[config.mk]
export PLATFORM = sky130hd
export DESIGN_NAME = ddc_master
export DESIGN_NICKNAME = d
export VERILOG_FILES = /design/src/rtl/ddc_pkg.sv /design/src/rtl/ddc_buf.sv /design/src/rtl/ddc_bitio.sv /design/src/rtl/ddc_seq.sv /design/src/rtl/ddc_master.sv
export SDC_FILE = /design/constraint.sdc
export NUM_CORES = 1
export LEC_CHECK = 0
export ABC_AREA = 0
export BUFFER_PORTS_ARGS = -buffer_cell sky130_fd_sc_hd__clkbuf_2
export CAP_MARGIN = 20
export CORE_ASPECT_RATIO = 0.75
export CORE_MARGIN = 2
export CORE_UTILIZATION = 54
export CTS_CLUSTER_DIAMETER = 100
export CTS_CLUSTER_SIZE = 28
export DETAILED_ROUTE_END_ITERATION = 7
export HOLD_SLACK_MARGIN = 0.03
export PLACE_DENSITY = 0.75
export REMOVE_ABC_BUFFERS = 1
export SYNTH_ARGS = -nofsm -noshare
export SYNTH_HDL_FRONTEND = slang
export SYNTH_SLANG_ARGS = --single-unit
[constraint.sdc]
create_clock -name clk -period 2.1 [get_ports clk]
set_input_delay 0.42 -clock clk [delete_from_list [all_inputs] [get_ports clk]]
set_output_delay 0.42 -clock clk [all_outputs]
set_load 0.05 [all_outputs]
[src/rtl/ddc_pkg.sv]
package ddc_pkg;
  typedef enum logic [1:0] {BC_START, BC_STOP, BC_BIT} bcmd_e;

  // returns {scl_low, sda_low} for a command phase
  function automatic logic [1:0] bus_levels(bcmd_e c, logic b, logic [1:0] ph);
    logic [1:0] r;
    case (c)
      BC_START: case (ph)
        2'd0: r = 2'b10;
        2'd1: r = 2'b00;
        2'd2: r = 2'b01;
        default: r = 2'b11;
      endcase
      BC_STOP: case (ph)
        2'd0: r = 2'b11;
        2'd1: r = 2'b01;
        default: r = 2'b00;
      endcase
      default: r = {(ph == 2'd0) || (ph == 2'd3), ~b};
    endcase
    return r;
  endfunction
endpackage

[src/rtl/ddc_buf.sv]
module ddc_buf #(
  parameter int AW = 4,
  parameter int DW = 8
) (
  input  logic          clk,
  input  logic          we,
  input  logic [AW-1:0] waddr,
  input  logic [DW-1:0] wdata,
  input  logic [AW-1:0] ra_a,
  output logic [DW-1:0] rd_a,
  input  logic [AW-1:0] ra_b,
  output logic [DW-1:0] rd_b
);
  localparam int DEPTH = 1 << AW;
  logic [DW-1:0] mem [DEPTH];

  always_ff @(posedge clk) begin
    if (we) mem[waddr] <= wdata;
    rd_a <= mem[ra_a];
    rd_b <= mem[ra_b];
  end
endmodule

[src/rtl/ddc_bitio.sv]
module ddc_bitio import ddc_pkg::*; #(
  parameter int PRE_W = 8
) (
  input  logic             clk,
  input  logic             rst,
  input  logic [PRE_W-1:0] prescale,
  input  logic             cmd_go,
  input  bcmd_e            cmd,
  input  logic             cmd_bit,
  input  logic             sda_in,
  output logic             done,
  output logic             rx_bit,
  output logic             scl_low,
  output logic             sda_low,
  output logic             bit_active
);
  logic             active;
  logic [1:0]       phase;
  logic [PRE_W-1:0] cnt;
  bcmd_e            cmd_q;
  logic             bit_q;
  logic             tick;

  assign tick       = active && (cnt == prescale);
  assign bit_active = active && (cmd_q == BC_BIT);

  always_ff @(posedge clk) begin
    if (rst) begin
      active  <= 1'b0;
      phase   <= 2'd0;
      cnt     <= '0;
      cmd_q   <= BC_STOP;
      bit_q   <= 1'b1;
      done    <= 1'b0;
      rx_bit  <= 1'b1;
      scl_low <= 1'b0;
      sda_low <= 1'b0;
    end else begin
      done <= 1'b0;
      if (!active) begin
        if (cmd_go) begin
          active <= 1'b1;
          cmd_q  <= cmd;
          bit_q  <= cmd_bit;
          phase  <= 2'd0;
          cnt    <= '0;
        end
      end else begin
        {scl_low, sda_low} <= bus_levels(cmd_q, bit_q, phase);
        if (tick) begin
          cnt   <= '0;
          phase <= phase + 2'd1;
          if (phase == 2'd2) rx_bit <= sda_in;
          if (phase == 2'd3) begin
            active <= 1'b0;
            done   <= 1'b1;
          end
        end else begin
          cnt <= cnt + 1'b1;
        end
      end
    end
  end
endmodule

[src/rtl/ddc_seq.sv]
module ddc_seq import ddc_pkg::*; #(
  parameter int NSLOT = 4,
  parameter int CNT_W = 4,
  parameter int AW    = 4
) (
  input  logic                     clk,
  input  logic                     rst,
  input  logic                     go,
  input  logic [$clog2(NSLOT)-1:0] last_in,
  output logic [$clog2(NSLOT)-1:0] idx,
  input  logic [CNT_W-1:0]         cur_cnt,
  input  logic                     cur_rd,
  input  logic                     cur_start,
  input  logic                     cur_stop,
  output logic [AW-1:0]            ptr,
  input  logic [7:0]               buf_rdata,
  output logic                     buf_we,
  output logic [7:0]               buf_wdata,
  output logic                     cmd_go,
  output bcmd_e                    cmd,
  output logic                     cmd_bit,
  input  logic                     bit_done,
  input  logic                     rx_bit,
  output logic                     busy,
  output logic                     nack_set,
  output logic                     done_set
);
  localparam int IDX_W = $clog2(NSLOT);

  typedef enum logic [3:0] {
    S_IDLE, S_SLOT, S_PREP, S_FETCH, S_START, S_BITS,
    S_STORE, S_END, S_STOP, S_NEXT, S_DONE
  } st_e;

  st_e              st;
  logic [IDX_W-1:0] last;
  logic [CNT_W-1:0] left, nxt_left;
  logic             is_addr, waiting, abort;
  logic [7:0]       shreg, rxb;
  logic [3:0]       bitn;
  logic             byte_end, out_byte;

  assign busy      = (st != S_IDLE);
  assign cmd_go    = (st == S_START || st == S_BITS || st == S_STOP) && !waiting;
  assign cmd       = (st == S_START) ? BC_START : (st == S_STOP) ? BC_STOP : BC_BIT;
  assign out_byte  = is_addr || !cur_rd;
  assign cmd_bit   = (bitn == 4'd8) ? (out_byte || (left == CNT_W'(1))) : shreg[7];
  assign buf_we    = (st == S_STORE);
  assign buf_wdata = rxb;
  assign byte_end  = (st == S_BITS) && bit_done && (bitn == 4'd8);
  assign nack_set  = byte_end && out_byte && rx_bit;
  assign done_set  = (st == S_DONE);
  assign nxt_left  = is_addr ? left : left - 1'b1;

  always_ff @(posedge clk) begin
    if (rst) begin
      st      <= S_IDLE;
      idx     <= '0;
      last    <= '0;
      ptr     <= '0;
      left    <= '0;
      is_addr <= 1'b0;
      waiting <= 1'b0;
      abort   <= 1'b0;
      shreg   <= 8'hFF;
      rxb     <= 8'h00;
      bitn    <= 4'd0;
    end else begin
      if (cmd_go) waiting <= 1'b1;
      if (bit_done) waiting <= 1'b0;
      case (st)
        S_IDLE: if (go) begin
          idx   <= '0;
          last  <= last_in;
          ptr   <= '0;
          abort <= 1'b0;
          st    <= S_SLOT;
        end
        S_SLOT: begin
          left    <= cur_cnt;
          is_addr <= 1'b1;
          st      <= S_FETCH;
        end
        S_PREP: st <= S_FETCH;
        S_FETCH: begin
          shreg <= buf_rdata;
          bitn  <= 4'd0;
          st    <= (is_addr && cur_start) ? S_START : S_BITS;
        end
        S_START: if (bit_done) st <= S_BITS;
        S_BITS: if (bit_done) begin
          if (bitn != 4'd8) begin
            rxb   <= {rxb[6:0], rx_bit};
            shreg <= {shreg[6:0], 1'b1};
            bitn  <= bitn + 4'd1;
          end else begin
            bitn <= 4'd0;
            if (out_byte) begin
              if (rx_bit) begin
                abort <= 1'b1;
                st    <= S_STOP;
              end else begin
                ptr     <= ptr + 1'b1;
                is_addr <= 1'b0;
                left    <= nxt_left;
                shreg   <= 8'hFF;
                if (nxt_left == '0) st <= S_END;
                else if (cur_rd)    st <= S_BITS;
                else                st <= S_PREP;
              end
            end else begin
              st <= S_STORE;
            end
          end
        end
        S_STORE: begin
          ptr   <= ptr + 1'b1;
          left  <= left - 1'b1;
          shreg <= 8'hFF;
          st    <= (left == CNT_W'(1)) ? S_END : S_BITS;
        end
        S_END:  st <= cur_stop ? S_STOP : S_NEXT;
        S_STOP: if (bit_done) st <= abort ? S_DONE : S_NEXT;
        S_NEXT: begin
          if (idx == last) st <= S_DONE;
          else begin
            idx <= idx + 1'b1;
            st  <= S_SLOT;
          end
        end
        default: st <= S_IDLE;
      endcase
    end
  end
endmodule

[src/rtl/ddc_master.sv]
module ddc_master import ddc_pkg::*; #(
  parameter int NSLOT     = 4,
  parameter int CNT_W     = 4,
  parameter int BUF_DEPTH = 16,
  parameter int PRE_W     = 8
) (
  input  logic                         clk,
  input  logic                         rst,
  input  logic                         soft_rst,
  input  logic                         stat_clr,
  input  logic                         go,
  input  logic [$clog2(NSLOT)-1:0]     last_txn,
  input  logic [PRE_W-1:0]             prescale,
  input  logic                         slot_we,
  input  logic [$clog2(NSLOT)-1:0]     slot_sel,
  input  logic [CNT_W-1:0]             slot_cnt,
  input  logic                         slot_rd,
  input  logic                         slot_start,
  input  logic                         slot_stop,
  input  logic                         buf_we,
  input  logic [$clog2(BUF_DEPTH)-1:0] buf_waddr,
  input  logic [7:0]                   buf_wdata,
  input  logic [$clog2(BUF_DEPTH)-1:0] buf_raddr,
  output logic [7:0]                   buf_rdata,
  input  logic                         done_mask,
  input  logic                         done_ack,
  output logic                         busy,
  output logic                         done_flag,
  output logic                         irq,
  output logic [NSLOT-1:0]             nack_status,
  output logic                         scl_low,
  output logic                         sda_low,
  input  logic                         sda_in
);
  localparam int IDX_W = $clog2(NSLOT);
  localparam int AW    = $clog2(BUF_DEPTH);

  logic             eng_rst;
  logic [IDX_W-1:0] cur_idx;
  logic [CNT_W-1:0] s_cnt [NSLOT];
  logic [NSLOT-1:0] s_rd, s_start, s_stop;

  assign eng_rst = rst || soft_rst;

  for (genvar g = 0; g < NSLOT; g++) begin : g_slot
    always_ff @(posedge clk) begin
      if (rst) begin
        s_cnt[g]   <= '0;
        s_rd[g]    <= 1'b0;
        s_start[g] <= 1'b0;
        s_stop[g]  <= 1'b0;
      end else if (slot_we && slot_sel == IDX_W'(g)) begin
        s_cnt[g]   <= slot_cnt;
        s_rd[g]    <= slot_rd;
        s_start[g] <= slot_start;
        s_stop[g]  <= slot_stop;
      end
    end
  end

  logic [AW-1:0] ptr;
  logic [7:0]    eng_rdata, eng_wdata;
  logic          eng_we;
  logic          mem_we;
  logic [AW-1:0] mem_waddr;
  logic [7:0]    mem_wdata;

  assign mem_we    = busy ? eng_we : buf_we;
  assign mem_waddr = busy ? ptr : buf_waddr;
  assign mem_wdata = busy ? eng_wdata : buf_wdata;

  ddc_buf #(.AW(AW), .DW(8)) u_buf (
    .clk(clk), .we(mem_we), .waddr(mem_waddr), .wdata(mem_wdata),
    .ra_a(ptr), .rd_a(eng_rdata), .ra_b(buf_raddr), .rd_b(buf_rdata)
  );

  logic  cmd_go, cmd_bit, bit_done, rx_bit, bit_on;
  bcmd_e cmd;

  ddc_bitio #(.PRE_W(PRE_W)) u_bit (
    .clk(clk), .rst(eng_rst), .prescale(prescale), .cmd_go(cmd_go),
    .cmd(cmd), .cmd_bit(cmd_bit), .sda_in(sda_in), .done(bit_done),
    .rx_bit(rx_bit), .scl_low(scl_low), .sda_low(sda_low), .bit_active(bit_on)
  );

  logic nack_set, done_set, launch;

  ddc_seq #(.NSLOT(NSLOT), .CNT_W(CNT_W), .AW(AW)) u_seq (
    .clk(clk), .rst(eng_rst), .go(go), .last_in(last_txn), .idx(cur_idx),
    .cur_cnt(s_cnt[cur_idx]), .cur_rd(s_rd[cur_idx]),
    .cur_start(s_start[cur_idx]), .cur_stop(s_stop[cur_idx]),
    .ptr(ptr), .buf_rdata(eng_rdata), .buf_we(eng_we), .buf_wdata(eng_wdata),
    .cmd_go(cmd_go), .cmd(cmd), .cmd_bit(cmd_bit), .bit_done(bit_done),
    .rx_bit(rx_bit), .busy(busy), .nack_set(nack_set), .done_set(done_set)
  );

  assign launch = go && !busy;

  logic done_d;
  always_comb begin
    done_d = done_flag;
    if (soft_rst || stat_clr) done_d = 1'b0;
    else if (done_set)        done_d = 1'b1;
    else if (done_ack)        done_d = 1'b0;
  end

  always_ff @(posedge clk) begin
    if (rst) begin
      done_flag   <= 1'b0;
      irq         <= 1'b0;
      nack_status <= '0;
    end else begin
      done_flag <= done_d;
      irq       <= done_d && done_mask;
      if (soft_rst || stat_clr || launch) nack_status <= '0;
      else if (nack_set) nack_status[cur_idx] <= 1'b1;
    end
  end
endmodule

-- Yosys cells after proc, flatten, opt, wreduce, memory -nomap -nowiden
Memory sizes are Yosys's and may differ from the RTL's. A register that Yosys moved wholly into a read port is not among the register bits.
Index checks and enable logic that the tools add are counted.
- logic and storage cells: 245
- bits in registers: 75
- bits in latches: 0
- output and inout port bits: 17
- RAM bits: 144
- bits in read-only memories: 0
- bits of input ports: 45
- memories: 2
- multiply operators: 0
- bitwise logic cells: 8
- div/mod/pow operators: 0
- magnitude comparators: 2
- reduce and logical (&&, ||, !) cells: 56
- equal/unequal tests: 34
- $add $sub $neg: 6
- mux-type cells: 102
- shifts and indexed selects: 0
- memory list (memory ; words ; bits a word ; read ports ; clocked after memory_dff ; write ports ; RTL line ; RTL):
    u_buf.mem ; 16 ; 8 ; 2 ; 2 ; 1 ; ddc_buf.sv:15 ; logic [DW-1:0] mem [DEPTH];
    s_cnt ; 4 ; 4 ; 1 ; 1 ; 4 ; ddc_master.sv:40 ; logic [CNT_W-1:0] s_cnt [NSLOT];
- operator list (cell ; count):
    2-to-1 mux 4 bit ; 26
    2-to-1 mux 8 bit ; 8
    2-to-1 mux 1 bit ; 41
    case mux 4 bit (9 select lines) ; 1
    case mux 4 bit (3 select lines) ; 2
    case mux 8 bit (3 select lines) ; 1
    2-to-1 mux 2 bit ; 11
    != test 2 bit, second input constant ; 9
    equality test 4 x 3 -> 1 bit, second input constant ; 4
    equality test 4 bit, second input constant ; 4
    AND reduction 5 bit ; 3
    logical AND 1 bit ; 14
    case mux 2 bit (2 select lines) ; 3
    AND reduction 6 bit ; 2
    nonzero test 2 bit ; 5
    AND reduction 3 bit ; 3
    nonzero test 3 bit ; 3
    adder 4 x 1 -> 4 bit, second input constant ; 2
    adder 8 x 1 -> 8 bit, second input constant ; 1
    equality test 2 bit, second input constant ; 4
    equality test 4 x 1 -> 1 bit, second input constant ; 2
    equality test 4 x 2 -> 1 bit, second input constant ; 2
    equality test 8 bit ; 1
    logical NOT 4 bit ; 2
    other kinds (27) ; 54

-- Logic depth before layout (Yosys ltp)
Gate-level depths: netlist (run 1).
- depth in word-level cells: 9
- depth in mapped cells: 8

-- By module
Synthesis (run 1) repeated with hierarchy kept, for this count alone.
- cell total of the unflattened synthesis: 827
- area, all modules: 11245.8 µm²
- modules (own cells, without submodules) (module ; area an instance (µm²) ; cells each ; sequential area each (µm²) ; instances):
    ddc_buf ; 6344.8 ; 307 ; 4164.0 ; 1
    ddc_seq ; 2273.4 ; 287 ; 780.7 ; 1
    ddc_master ; 1666.6 ; 123 ; 840.8 ; 1
    ddc_bitio ; 960.9 ; 110 ; 360.3 ; 1

-- Worst setup path before layout (run 1)
Ideal clock, no wire load.
- path kind: flip-flop to flip-flop
- start: register u_seq.st[0]
- end: memory u_buf.mem[10][0] (enable)
- setup time: 0.370 ns
- path buffers: 1
- slack: -0.088 ns
- stages on the path, launching flop included: 7
- arrival: 1.818 ns
- period minus slack after synthesis: 2.188 ns
- cells stage by stage: dfxtp_1 buf_2 nor4_2 inv_1 nor3b_1 o21ai_0 nor2_1
- longest elaborated chain between the ends: 4
- elaborated cells between the ends (all ways): 6
- those cells by class: 1 x eq/ne; 4 x mux; 1 x reduce/logical
- RTL lines (element ; RTL line ; RTL):
    start: declaration ; ddc_seq.sv:35 ; st_e st;
    start signal: assignment ; ddc_seq.sv:88 ; st <= (is_addr && cur_start) ? S_START : S_BITS;
    start signal: assignment ; ddc_seq.sv:120 ; st <= (left == CNT_W'(1)) ? S_END : S_BITS;
    start signal: assignment ; ddc_seq.sv:122 ; S_END: st <= cur_stop ? S_STOP : S_NEXT;
    equality test 4 x 3 -> 1 bit / nonzero test 4 bit (equally long branches) ; ddc_seq.sv:48, ddc_seq.sv:43 ;
    2-to-1 mux 1 bit ; ddc_master.sv:68 ; assign mem_we = busy ? eng_we : buf_we;
    2-to-1 mux 1 bit ; ddc_buf.sv:18 ; if (we) mem[waddr] <= wdata;
    2-to-1 mux 1 bit (not written as such) ; ddc_buf.sv:18 ;
    end: declaration ; ddc_buf.sv:15 ;
Parallel ways exist; a longest one is shown, timed or not.

-- Worst setup path in the final report (run 1)
- start: register u_seq.st[1]
- end: memory u_buf.mem[13][3] (enable)
The elaborated chain is that of the path after synthesis.

==> results of run 1 <==
-- path summary, 6_finish.rpt --
check / startpoint / endpoint / slack, ns / cells past startpoint
worst max-delay path: u_seq.st[1] / u_buf.mem[13][3] / 0.02 / 8
worst min-delay path: done_mask / irq / 0.14 / 2
worst max register to register: u_seq.st[1] / u_buf.mem[13][3] / 0.02 / 8
worst min register to register: u_seq.last[0] / u_seq.last[0] / 0.48 / 2
-- critical path, stage by stage (launching register included) --
cell and delay, ns:
dfxtp_2 0.38, nor2_1 0.16, nand2_1 0.09, a211oi_2 0.29
buf_4 0.20, nand2_1 0.12, buf_4 0.17, nor2_1 0.11
buf_4 0.23
-- logic make-up (layout without fill, tap and decap cells) --
kind of cell | count (synthesis) | in the layout | synth area share, %
AO/OA/AOI/OAI | 163 | 163 | 9.62
XOR/XNOR | 14 | 14 | 1.10
adder cells (fa/ha/maj) | 15 | 15 | 1.69
buffers and inverters | 75 | 193 | 2.87
flip-flops | 237 | 237 | 55.6
multiplexers | 100 | 100 | 17.8
AND/OR/NAND/NOR | 244 | 244 | 11.3
-- area by class of cell --
class                           instances  area share [%]
Clock buffer                           19            2.72
Sequential cell                       237            48.4
Inverter                               28           0.821
Tap cell                              258            2.52
Multi-Input combinational cell        536            37.3
Timing Repair Buffer                  145            8.18
Clock inverter                          1           0.127
-- flip-flops by register name (all words and copies together), names as in the netlist, 2 cells and up, named ones only --
signal	count
u_buf.mem	128
s_cnt	16
u_bit.cnt	8
u_buf.rd_a	8
u_buf.rd_b	8
u_seq.buf_wdata	8
u_seq.shreg	8
nack_status	4
s_rd	4
s_start	4
s_stop	4
u_seq.bitn	4
u_seq.left	4
u_seq.ptr	4
u_seq.st	4
u_bit.cmd_q	2
u_bit.phase	2
u_seq.idx	2
u_seq.last	2
-- power by group --
group	internal (mW)	total [mW]	leakage, nW	switching, mW
Combinational	0.608	1.51	2.20	0.904
Clock	1.18	2.62	0.175	1.44
Sequential	5.18	5.26	2.08	0.0826
-- through the flow --
stage,TNS (ns),hold WS (ns),utilization [%]
2_1_floorplan,-318.90,0.444,-
3_3_place_gp,-15.47,0.459,60.0
3_5_place_dp,-23.47,0.463,60.0
4_1_cts,-0.00837,0.137,62.7
5_1_grt,-0.927,0.143,63.3
6_report,0,0.145,63.3
-- cell usage in the layout (no fill, tap or decap), types with 14 or more instances in the layout --
| master | instances |
|---|---|
| buf_4 | 73 |
| dfxtp_1 | 88 |
| clkbuf_2 | 60 |
| mux2i_1 | 22 |
| a211oi_1 | 14 |
| a21oi_1 | 46 |
| o21ai_0 | 23 |
| and2_1 | 17 |
| ha_1 | 15 |
| nor2_1 | 53 |
| a31oi_1 | 22 |
| inv_1 | 27 |
| nand3_1 | 17 |
| edfxtp_1 | 144 |
| nand2_1 | 52 |
| mux4_2 | 78 |
| nor3_1 | 23 |
-- layer usage --
metal | part of all wire (%) | wire length [um] | vias to the layer above
met5 | 0 | 0 | -
met4 | 2.3 | 643 | 0
met3 | 10 | 2900 | 41
met2 | 42 | 11700 | 430
met1 | 45 | 12600 | 3878
li1 | - | - | 3513
-- timing repair --
action                                 in CTS  in global routing
buffers inserted                            5                  8
setup endpoints to repair                  97                137
hold buffers                                0                  0
endpoints found under the hold margin       0                  0
gates resized for setup                    33                 17
pin swaps                                   5                  5
==> flow_metrics.py, run 1 <==
metrics = {
    "sta": {
        "fin_skew_ns": 0.0288,
        "setup_viol": 0,
        "worst_pin_slew_ns": 0.645,
        "finalCritPeriodShare_pct": 98.9,
        "timing.final.ws_setup_ns": 0.0227,
        "period_needed_ns": 2.08,
        "fmax_ghz": 0.481,
        "hold_viol_final": 0,
        "slew_violations": 0,
        "relSlewSlack_pct": 56.9,
    },
    "global_route": {
        "grt_usage_pct": 25.7,
        "antenna_found_initial": 0,
        "grtUsageMet2_pct": 35.5,
        "grt_pass1_wl_mm": 42.5,
        "use_met1_pct": 41.2,
        "grt_max_degree": 46,
        "top_usage_layer": "met1",
        "grtUsageMet3_pct": 5.62,
        "grt_pass1_vias": 7416,
        "grt_overflow_total": 0,
    },
    "yosys": {
        "synth.distinct_cells": 61,
        "syn_inst": 848,
        "synthFlopType": "edfxtp_1",
        "synth.avg_cell_area_sq_um": 13.1,
        "yosysMostFrequentCell": "edfxtp_1",
        "ys_ff_latch": 237,
        "async_flop_share_pct": 0,
        "synth_common_cells": "edfxtp_1, dfxtp_1, mux4_2",
        "synth_top_area_cell": "edfxtp_1",
        "synth_edf_count": 144,
        "syn_area_sq_um": 11100,
        "synth_top_area_share_pct": 38.9,
        "ys_warn_count": 0,
        "ys_seq_area_share_pct": 55.6,
        "synth.area.top_cells": "edfxtp_1, dfxtp_1, mux4_2, nor2_1, a21oi_1",
    },
    "floorplan": {
        "start_util_pct": 55.0,
        "num_rows": 45,
        "pin_count": 62,
        "fp.dieH_um": 128,
        "fp.dieW_um": 170,
        "coreArea_sq_um": 20200,
        "dieArea_sq_um": 21800,
    },
    "pwr": {
        "power_leakage_nw": 4.45,
        "vdd_drop_max_uv": 458,
        "power_density_nw_per_um2": 734,
        "finalPower_mw": 9.40,
    },
    "clocking": {
        "cts_tree": "built",
        "clockBufferDepth": 3,
        "cts_buffers": 12,
        "cts_root_buffer": "clkbuf_16",
        "cts_sinks": 237,
        "path_clk_slew_ns": 0.12,
        "clkLatencyLatePin_ns": 0.48,
        "htree_levels": 1,
    },
    "route": {
        "vias_per_cell": 6.42,
        "firstDrtPassIters": 7,
        "ant_nets": 0,
        "drt-initial-drc-count": 962,
        "routed_wirelength_mm": 27.8,
        "post-route-drc-count": 0,
        "wl_per_cell_um": 22.7,
        "vias": 7862,
    },
    "layout": {
        "stdcell_count": 1224,
        "area.sequential_sq_um": 6190,
        "fillers": 1440,
        "multi_input_area_sq_um": 4770,
        "area_delta_synth_final_pct": 15.1,
        "drive_gt1_share_pct": 29.2,
        "fin_area_sq_um": 12800,
        "diodes": 0,
        "nNetsFinal": 1020,
    },
    "run_status": {
        "status": "finished, final reports clean",
    },
    "job": {
        "max-cap-violations": 0,
    },
    "hold_path": {
        "hp-class": "input pin to flop",
    },
    "critical_path": {
        "cp.arrival_ns": 2.24,
        "critPathLaunchType": "flop",
        "crit_fanout": 8,
        "endpoint_kind": "flop",
        "required_ns": 2.26,
        "path_class": "flop to flop",
    },
    "place": {
        "place_ws_ns": -0.328,
        "hpwl_mm": 19.6,
        "dp_cells": 1191,
        "dpl_cell_area_sq_um": 12100,
        "numPortBuffers": 61,
        "place_congestion": 0.957,
    },
}
No activity file was read; power rests on OpenSTA's default activity.
==> run 2: changes to the inputs <==
Settings changed: PLACE_DENSITY 0.75 to default, PLACE_DENSITY_LB_ADDON from default to 0.15.
==> run 2 against run 1 <==
Net effect: die area unchanged; maximum frequency about the same; hold slack worse by 0.028 ns; highest routed layer unchanged.
==> flow_metrics.py, run 2 (synthesis results as in run 1) <==
metrics = {
    "critical_path": {
        "r2r_end": "u_buf.mem[12][5]",
        "cp.arrival_ns": 1.66,
        "crit_fanout": 10,
        "reg2reg_depth": 7,
        "startpoint": "u_seq.st[0]",
        "path_class": "flop to output port",
        "endpoint_kind": "output port",
        "rrSetupSlack_ns": 0.04,
        "critPathLaunchType": "flop",
        "endpoint": "busy",
        "required_ns": 1.68,
        "rr_startpoint": "u_seq.st[0]",
    },
    "global_route": {
        "grt_overflow_total": 0,
        "grt_pass1_vias": 7551,
        "grt_usage_pct": 26.8,
        "grt_max_degree": 30,
        "grt_pass1_wl_mm": 44.2,
        "antenna_found_initial": 0,
    },
    "layout": {
        "largest_registers": "u_buf.mem (128), s_cnt (16)",
        "largest_reg_flops": 128,
        "area_delta_synth_final_pct": 14.3,
        "stdcell_count": 1227,
        "nNetsFinal": 1023,
        "largest-register": "u_buf.mem",
        "drive_gt1_share_pct": 28.5,
        "fin_area_sq_um": 12700,
        "diodes": 0,
        "final_common_cell": "edfxtp_1",
        "layout.cells.most_common_list": "edfxtp_1, dfxtp_1, buf_4",
    },
    "clocking": {
        "cts_root_buffer": "clkbuf_16",
        "htree_levels": 1,
        "clkLatencyLatePin_ns": 0.50,
        "cts_buffers": 12,
        "hold_buffers": 0,
        "cts_sinks": 237,
        "cts_tree": "built",
        "path_clk_slew_ns": 0.12,
        "clockBufferDepth": 3,
    },
    "floorplan": {
        "pin_count": 62,
        "dieArea_sq_um": 21800,
        "coreArea_sq_um": 20200,
        "fp.dieH_um": 128,
        "start_util_pct": 55.0,
        "num_rows": 45,
        "fp.dieW_um": 170,
    },
    "sta": {
        "hold_slack_ns": 0.116,
        "timing.final.ws_setup_ns": 0.0238,
        "hold_viol_final": 0,
        "setup_viol": 0,
        "finalCritPeriodShare_pct": 98.9,
        "rsz0062_at_grt": "true",
        "period_needed_ns": 2.08,
        "worst_pin_slew_ns": 0.538,
        "relSlewSlack_pct": 64.1,
        "fmax_ghz": 0.482,
        "fin_skew_ns": 0.0339,
        "slew_violations": 0,
    },
    "route": {
        "vias": 7867,
        "ant_nets": 0,
        "wl_per_cell_um": 23.4,
        "post-route-drc-count": 0,
        "firstDrtPassIters": 5,
        "vias_per_cell": 6.41,
        "routed_wirelength_mm": 28.8,
        "drt-initial-drc-count": 904,
    },
    "place": {
        "place_ws_ns": -0.0230,
        "hpwl_mm": 21.5,
        "place_congestion": 0.958,
        "dp_cells": 1204,
        "dpl_cell_area_sq_um": 12200,
        "numPortBuffers": 61,
    },
    "run_status": {
        "status": "finished, final reports clean",
    },
    "job": {
        "max-cap-violations": 0,
    },
    "pwr": {
        "power_leakage_nw": 4.47,
        "finalPower_mw": 9.41,
        "power_density_nw_per_um2": 740,
        "vdd_drop_max_uv": 651,
    },
    "hold_path": {
        "hp-class": "input pin to flop",
        "hp-start": "stat_clr",
    },
}
-- run 2: cell types whose count changed in the layout (fill, tap and decap cells not counted), sizes merged --
| cell | delta |
|---|---|
| buf | +4 |
| clkinv | +1 |
| inv | -1 |
| clkbuf | -1 |
-- run 2: cell type report --
cell class              instances  area, sq um
fillers                      1490         7500
flip-flops and latches        237         6190
multi-input cells             536         4690
repair buffers                148         1020
clock buffers                  19          369
well taps                     258          323
inverters                      28          105
clock inverters                 1         16.3
-- run 2: metrics by stage --
stage / utilization, % / TNS (ns)
CTS: 62.4 / 0
detailed placement: 60.5 / -0.174
floorplan: - / -318.90
finish: 62.9 / 0
global placement: 60.5 / 0
global route: 62.9 / -0.358
-- run 2: worst max-delay path: stages (launching register included) --
cell and delay (ns):
dfxtp_4 0.40, nor4_4 0.34, inv_2 0.12, buf_6 0.15, buf_12 0.14
-- run 2: worst min-delay path by stage --
stage,endpoint,slack [ns],cells after the start
final,done_flag,0.12,2
after global routing,done_flag,0.11,2
after CTS,done_flag,0.11,2
after detailed placement,s_stop[3],0.47,1
after global placement,nack_status[2],0.46,2
after floorplan,s_start[1],0.44,1
-- run 2: what timing repair did --
item | 4_1_cts | 5_1_grt
pin swaps | 0 | 2
gates resized for setup | 6 | 21
buffers inserted | 0 | 3
endpoints found under the setup margin | 19 | 140
-- run 2: layer usage --
layer  share of wire [%]  global-route usage (%)  vias to the layer above
met5                   0                       0                        -
met4                 1.4                    5.28                        0
met3                  11                    7.75                       26
met2                  42                    37.3                      410
met1                  46                    41.9                     3922
li1                    -                       -                     3509
-- run 2: power breakdown --
group | internal (mW) | leakage (nW) | switching, mW | total, mW
clock | 1.25 | 0.185 | 1.49 | 2.73
sequential | 5.18 | 2.08 | 0.0991 | 5.28
combinational | 0.565 | 2.20 | 0.830 | 1.40
